File: src/rtl/wram_map_pkg.sv
package wram_map_pkg;

   localparam int OWN_W  = 2;
   localparam int SLOT_W = 3;

   typedef enum logic [OWN_W-1:0] {
      OWN_CPU_A = 2'd0,
      OWN_CPU_B = 2'd1,
      OWN_SIG   = 2'd2
   } owner_e;

   typedef struct packed {
      logic              en;
      logic [1:0]        pad;
      logic [SLOT_W-1:0] slot;
      logic [OWN_W-1:0]  owner;
   } desc_t;

   // Both upper owner codes collapse onto the signal-processor master.
   function automatic owner_e canon_owner(input logic [OWN_W-1:0] code);
      return code[1] ? OWN_SIG : owner_e'(code);
   endfunction

endpackage

File: src/rtl/wram_desc_bank.sv
module wram_desc_bank
   import wram_map_pkg::*;
#(
   parameter int NUM_DESC = 8,
   localparam int IDX_W = $clog2(NUM_DESC)
) (
   input  logic                 clk,
   input  logic                 rst_n,
   input  logic                 wr_en,
   input  logic [IDX_W-1:0]     wr_idx,
   input  desc_t                wr_desc,
   input  logic [IDX_W-1:0]     rd_idx,
   output desc_t                rd_desc,
   input  owner_e               req_owner,
   input  logic [SLOT_W-1:0]    req_slot,
   output logic [NUM_DESC-1:0]  match,
   output logic [NUM_DESC-1:0]  en_vec
);

   desc_t store [NUM_DESC];

   logic unused_pad;
   assign unused_pad = ^wr_desc.pad;

   for (genvar i = 0; i < NUM_DESC; i++) begin : g_desc
      always_ff @(posedge clk) begin
         if (!rst_n) begin
            store[i] <= '0;
         end else if (wr_en && wr_idx == IDX_W'(i)) begin
            store[i].en    <= wr_desc.en;
            store[i].pad   <= 2'b00;
            store[i].slot  <= wr_desc.slot;
            store[i].owner <= wr_desc.owner;
         end
      end

      assign en_vec[i] = store[i].en;
      assign match[i]  = store[i].en
                       && (canon_owner(store[i].owner) == req_owner)
                       && (store[i].slot == req_slot);
   end

   assign rd_desc = store[rd_idx];

   // pad bits never leave the bank set
   p_pad_zero_r2 : assert property (@(posedge clk) disable iff (!rst_n)
      rd_desc.pad == 2'b00);

endmodule

File: src/rtl/wram_hit_pick.sv
module wram_hit_pick #(
   parameter int NUM_DESC = 8,
   localparam int IDX_W = $clog2(NUM_DESC)
) (
   input  logic                 clk,
   input  logic                 rst_n,
   input  logic [NUM_DESC-1:0]  match,
   output logic                 hit,
   output logic [IDX_W-1:0]     idx,
   output logic [NUM_DESC-1:0]  grant
);

   always_comb begin
      hit   = 1'b0;
      idx   = '0;
      grant = '0;
      for (int i = NUM_DESC - 1; i >= 0; i--) begin
         if (match[i]) begin
            hit   = 1'b1;
            idx   = IDX_W'(i);
            grant = NUM_DESC'(1) << i;
         end
      end
   end

   // at most one descriptor is granted, and only one that matched
   p_single_grant_r6 : assert property (@(posedge clk) disable iff (!rst_n)
      $onehot0(grant) && ((grant & ~match) == '0));

endmodule

File: src/rtl/wram_slice_map.sv
module wram_slice_map
   import wram_map_pkg::*;
#(
   parameter int NUM_DESC   = 8,
   parameter int SLOT_LSB   = 15,
   parameter bit LOOKUP_REG = 1'b1,
   localparam int IDX_W  = $clog2(NUM_DESC),
   localparam int ADDR_W = SLOT_LSB + SLOT_W
) (
   input  logic              clk,
   input  logic              rst_n,
   input  logic              cfg_we,
   input  logic [IDX_W:0]    cfg_addr,
   input  logic [7:0]        cfg_wdata,
   output logic [7:0]        cfg_rdata,
   input  logic [1:0]        lk_master,
   input  logic              lk_code,
   input  logic [ADDR_W-1:0] lk_addr,
   output logic              lk_hit,
   output logic [IDX_W-1:0]  lk_slice
);

   if (NUM_DESC != (1 << SLOT_W)) begin : g_bad_depth
      $error("NUM_DESC must equal the number of slot positions");
   end
   if (SLOT_LSB < 1) begin : g_bad_lsb
      $error("SLOT_LSB must be positive");
   end

   logic unused_low;
   assign unused_low = ^lk_addr[SLOT_LSB-1:0];

   owner_e            req_owner;
   logic [SLOT_W-1:0] req_slot;
   assign req_owner = canon_owner(lk_master);
   assign req_slot  = lk_addr[SLOT_LSB +: SLOT_W];

   logic [NUM_DESC-1:0] match_g [2];
   logic [NUM_DESC-1:0] en_g    [2];
   desc_t               rd_g    [2];

   for (genvar g = 0; g < 2; g++) begin : g_grp
      wram_desc_bank #(.NUM_DESC(NUM_DESC)) u_bank (
         .clk       (clk),
         .rst_n     (rst_n),
         .wr_en     (cfg_we && (cfg_addr[IDX_W] == 1'(g))),
         .wr_idx    (cfg_addr[IDX_W-1:0]),
         .wr_desc   (desc_t'(cfg_wdata)),
         .rd_idx    (cfg_addr[IDX_W-1:0]),
         .rd_desc   (rd_g[g]),
         .req_owner (req_owner),
         .req_slot  (req_slot),
         .match     (match_g[g]),
         .en_vec    (en_g[g])
      );
   end

   assign cfg_rdata = rd_g[cfg_addr[IDX_W]];

   logic                sel_hit;
   logic [IDX_W-1:0]    sel_idx;
   logic [NUM_DESC-1:0] sel_grant;
   logic [NUM_DESC-1:0] sel_en;

   assign sel_en = en_g[lk_code];

   wram_hit_pick #(.NUM_DESC(NUM_DESC)) u_pick (
      .clk   (clk),
      .rst_n (rst_n),
      .match (match_g[lk_code]),
      .hit   (sel_hit),
      .idx   (sel_idx),
      .grant (sel_grant)
   );

   if (LOOKUP_REG) begin : g_reg_out
      always_ff @(posedge clk) begin
         if (!rst_n) begin
            lk_hit   <= 1'b0;
            lk_slice <= '0;
         end else begin
            lk_hit   <= sel_hit;
            lk_slice <= sel_idx;
         end
      end

      // a registered hit needs an enabled descriptor at the granted slot
      p_hit_enabled_r5 : assert property (@(posedge clk) disable iff (!rst_n)
         sel_hit |=> lk_hit && ($past(sel_grant & sel_en) != '0));
   end else begin : g_comb_out
      assign lk_hit   = sel_hit;
      assign lk_slice = sel_idx;
   end

   // a miss always carries a zero index
   p_miss_zero_r7 : assert property (@(posedge clk) disable iff (!rst_n)
      !lk_hit |-> lk_slice == '0);

   // pad bits read back clear at the port
   p_rdata_pad_r2 : assert property (@(posedge clk) disable iff (!rst_n)
      cfg_rdata[6:5] == 2'b00);

endmodule

File: config.mk
export PLATFORM = sky130hd
export DESIGN_NAME = wram_slice_map
export DESIGN_NICKNAME = d
export VERILOG_FILES = /design/src/rtl/wram_map_pkg.sv /design/src/rtl/wram_desc_bank.sv /design/src/rtl/wram_hit_pick.sv /design/src/rtl/wram_slice_map.sv
export SDC_FILE = /design/constraint.sdc
export NUM_CORES = 1
export LEC_CHECK = 0
export BUFFER_PORTS_ARGS = -buffer_cell sky130_fd_sc_hd__buf_2
export CAP_MARGIN = 20
export CORE_MARGIN = 3
export CORE_UTILIZATION = 30
export CTS_CLUSTER_DIAMETER = 100
export DETAILED_ROUTE_END_ITERATION = 16
export HOLD_SLACK_MARGIN = 0.12
export PLACE_DENSITY = 0.58
export SLEW_MARGIN = 20
export SYNTH_ARGS = -nofsm -noshare
export SYNTH_HDL_FRONTEND = slang
export SYNTH_SLANG_ARGS = --single-unit
File: constraint.sdc
create_clock -name clk -period 2.1 [get_ports clk]
set_input_delay 0.21 -clock clk [delete_from_list [all_inputs] [get_ports clk]]
set_output_delay 0.21 -clock clk [all_outputs]
set_load 0.03 [all_outputs]
==> flow_metrics.py <==
metrics = {
    "sta": {
        "setup_viol": 6,
        "min_period_ns": 2.201,
        "drv_slew": 0,
        "whs_ns": 0.3672,
        "clock_skew_ns": 0.005589,
        "max_freq_mhz": 454.4,
        "post-route-period-util": 1.048,
        "finalHoldViolCount": 0,
        "slew-limit-headroom": 0.4711,
        "tightest_slew_ns": 0.7850,
        "worst_slack_ns": -0.1009,
        "rsz0062_at_grt": "true",
    },
    "drt": {
        "drt_iter0_drc": 387,
        "drt-pass1-iter-count": 5,
        "avgViaCountPerCell": 5.157,
        "remaining_drc_errors": 0,
        "wirelength_mm": 16.12,
        "avgRoutedWirePerCell_um": 20.59,
        "postRouteAntennaNets": 0,
        "via_count": 4038,
    },
    "placed_design": {
        "dp_hpwl_mm": 11.54,
        "io_buffers": 28,
        "placed_cells": 750,
        "gp_congestion": 0.8779,
    },
    "floorplan": {
        "die_area_um2": 20940,
        "die_h_um": 144.7,
        "die_w_um": 144.7,
        "start_util": 0.3064,
        "core_area_um2": 18830,
        "pin_count": 48,
        "rows": 50,
    },
    "grt": {
        "grt_pass1_vias": 3956,
        "grt-ovfl-total": 0,
        "grt_pass1_wl_mm": 24.15,
        "grt_usage": 0.1619,
        "grt_max_degree": 29,
        "antenna_found_initial": 0,
    },
    "synthesis": {
        "synth_area_per_cell_um2": 12.57,
        "yosysWarningCount": 0,
        "synth-seq-cells": 100,
        "synthArstFlopShare": 0,
        "ys_types": 47,
        "syn_inst": 459,
        "ys_seq_area_frac": 0.5134,
        "syn_area_um2": 5771,
        "synthFlopType": "edfxtp_1",
        "synth_edf_count": 96,
    },
    "critical_path": {
        "crit_path_start": "g_grp[1].u_bank.store[3][0]",
        "crit_fanout": 2,
        "crit_required_ns": 1.89,
        "r2r_cells": 6,
        "cp.buffers_inverters": 1,
        "path_cells": "mux4_2 > mux4_2 > buf_6",
        "cp-start-kind": "flip-flop",
        "worstSetupEndpointType": "primary output",
        "r2r_slack_ns": 0.11,
        "r2r-start": "g_grp[1].u_bank.store[0][3]",
        "crit_family": "multiplexers",
        "cp.arrival_ns": 1.99,
        "crit_top_cell": "mux4_2",
        "slowest_stage": "mux4_2",
        "critPathMaxStageDelay_ns": 0.53,
        "critPathKind": "reg -> out",
        "r2r-end": "lk_slice[1]",
    },
    "run": {
        "drv_cap": 0,
    },
    "final_layout": {
        "drive_gt1_frac": 0.2543,
        "n_antenna_cell": 0,
        "area_growth_pct": 18.43,
        "nFillCells": 1802,
        "stdcell_count": 783,
        "fin_nets": 556,
        "multi_input_area_um2": 2609,
        "seq_area_um2": 2963,
    },
    "clocking": {
        "cts.clk_slew.worst_paths_ns": 0.06,
        "cts_tree": "yes",
        "cts-root-buf": "clkbuf_16",
        "cts.sinks": 100,
        "cts_buffer_depth": 2,
        "cts_htree_levels": 3,
        "clk-insertion-delay-late_ns": 0.35,
        "cts_buffers": 9,
    },
    "hold_path": {
        "worstHoldStart": "rst_n",
        "hold_end": "lk_hit",
        "hp-class": "in -> reg",
        "whs_path_depth": 2,
    },
    "power": {
        "peakVddDrop_uv": 296.0,
        "leakagePower_nw": 2.452,
        "power.density_nw_per_um2": 696.0,
    },
    "outcome": {
        "violations": "setup timing",
        "status": "finished with violations",
    },
}
repair_timing:
action / CTS / global route
gates resized for setup: 13 / 0
hold buffers: 0 / 0
buffers inserted: 6 / 13
setup endpoints to repair: 7 / 6
hold endpoints to repair: 0 / 0
sequential cells by signal (all words and copies together), names as in the netlist:
register,count
g_grp.u_bank.store,96
lk_hit,1
lk_slice,3
layout make-up:
cell class / instances / share of cell area
timing repair buffer: 81 / 0.09337
clock inverter: 3 / 0.005859
multi-input combinational: 321 / 0.3817
clock buffer: 11 / 0.03405
inverter: 7 / 0.003845
tap: 260 / 0.04760
sequential: 100 / 0.4335
worst max path at each step:
stage / slack (ns) / end / depth (start not counted)
2_1_floorplan: 0.1 / cfg_rdata[1] / 4
3_3_place_gp: -0.11 / lk_slice[2] / 8
3_5_place_dp: -0.09 / lk_slice[2] / 8
4_1_cts: -0.13 / cfg_rdata[3] / 3
5_1_grt: -0.13 / cfg_rdata[3] / 3
6_report: -0.10 / cfg_rdata[0] / 3
worst register-to-register path: cells and delay by family, from the launching register on:
kind | cells | cell delay (ns)
and+or+nand+nor | 3 | 0.95
DFF | 1 | 0.42
AOI/OAI and AO/OA | 2 | 0.32
xor gates and xnor gates | 1 | 0.18
synth_stat cells, types with 5 or more instances:
master     n  area [µm²]
a21oi_1    9       45.04
and2_1    99       619.3
buf_2     10       50.05
buf_4      5       37.54
clkbuf_1  12       45.04
edfxtp_1  96        2883
inv_1      6       22.52
mux4_2    30       675.7
nand2_1   16       60.06
nand3_1    7       35.03
nor2_1    25       93.84
o21ai_0   17       85.08
xnor2_1   28       245.2
xor2_1    36       315.3
report_power, final:
part	switching, W	internal [W]
Sequential	0.0000966	0.00231
Combinational	0.000421	0.000354
Clock	0.000669	0.000906
Total	0.00119	0.00357
layer usage:
layer  wire length, µm  global-route usage  part of all wire  vias up
li1                  -                   -                 -     1784
met1              6607              0.2139              0.41     1963
met2              7138              0.2419              0.44      237
met3              1587             0.04239             0.098       54
met4               791             0.09131             0.049        0
met5                 0                   0                 0        -
per-stage QoR:
stage / setup TNS, ns / total power, W / setup slack (ns) / utilization / area, µm²
after floorplan: 0 / 0.002878 / 0.09584 / - / 5774
after global placement: -0.2988 / 0.003149 / -0.1129 / 0.3385 / 6375
after detailed placement: -0.1505 / 0.003158 / -0.08669 / 0.3385 / 6375
after CTS: -0.6158 / 0.004761 / -0.1281 / 0.3577 / 6736
after global routing: -0.6853 / 0.004935 / -0.1311 / 0.3629 / 6834
final: -0.5094 / 0.004756 / -0.1009 / 0.3629 / 6834
layout by cell type, fill, tap and decap left out, types with 9 or more instances in the layout:
cell	netlist	final
and2_1	99	99
edfxtp_1	96	96
nand2_1	16	16
nor2_1	25	25
clkbuf_16	0	9
xor2_1	36	36
mux4_2	30	30
o21ai_0	17	17
buf_2	10	22
xnor2_1	28	28
buf_4	5	48
a21oi_1	9	9
logic make-up after synthesis:
| kind of cell | after synthesis | synth area share |
|---|---|---|
| AO/OA/AOI/OAI | 54 | 0.06483 |
| multiplexers | 30 | 0.1171 |
| AND/OR/NAND/NOR | 171 | 0.1706 |
| flip-flops | 100 | 0.5134 |
| XOR/XNOR | 64 | 0.09714 |
| other | 1 | 0.0006499 |
| buffers and inverters | 39 | 0.03621 |
No activity file was read; power rests on OpenSTA's default activity.
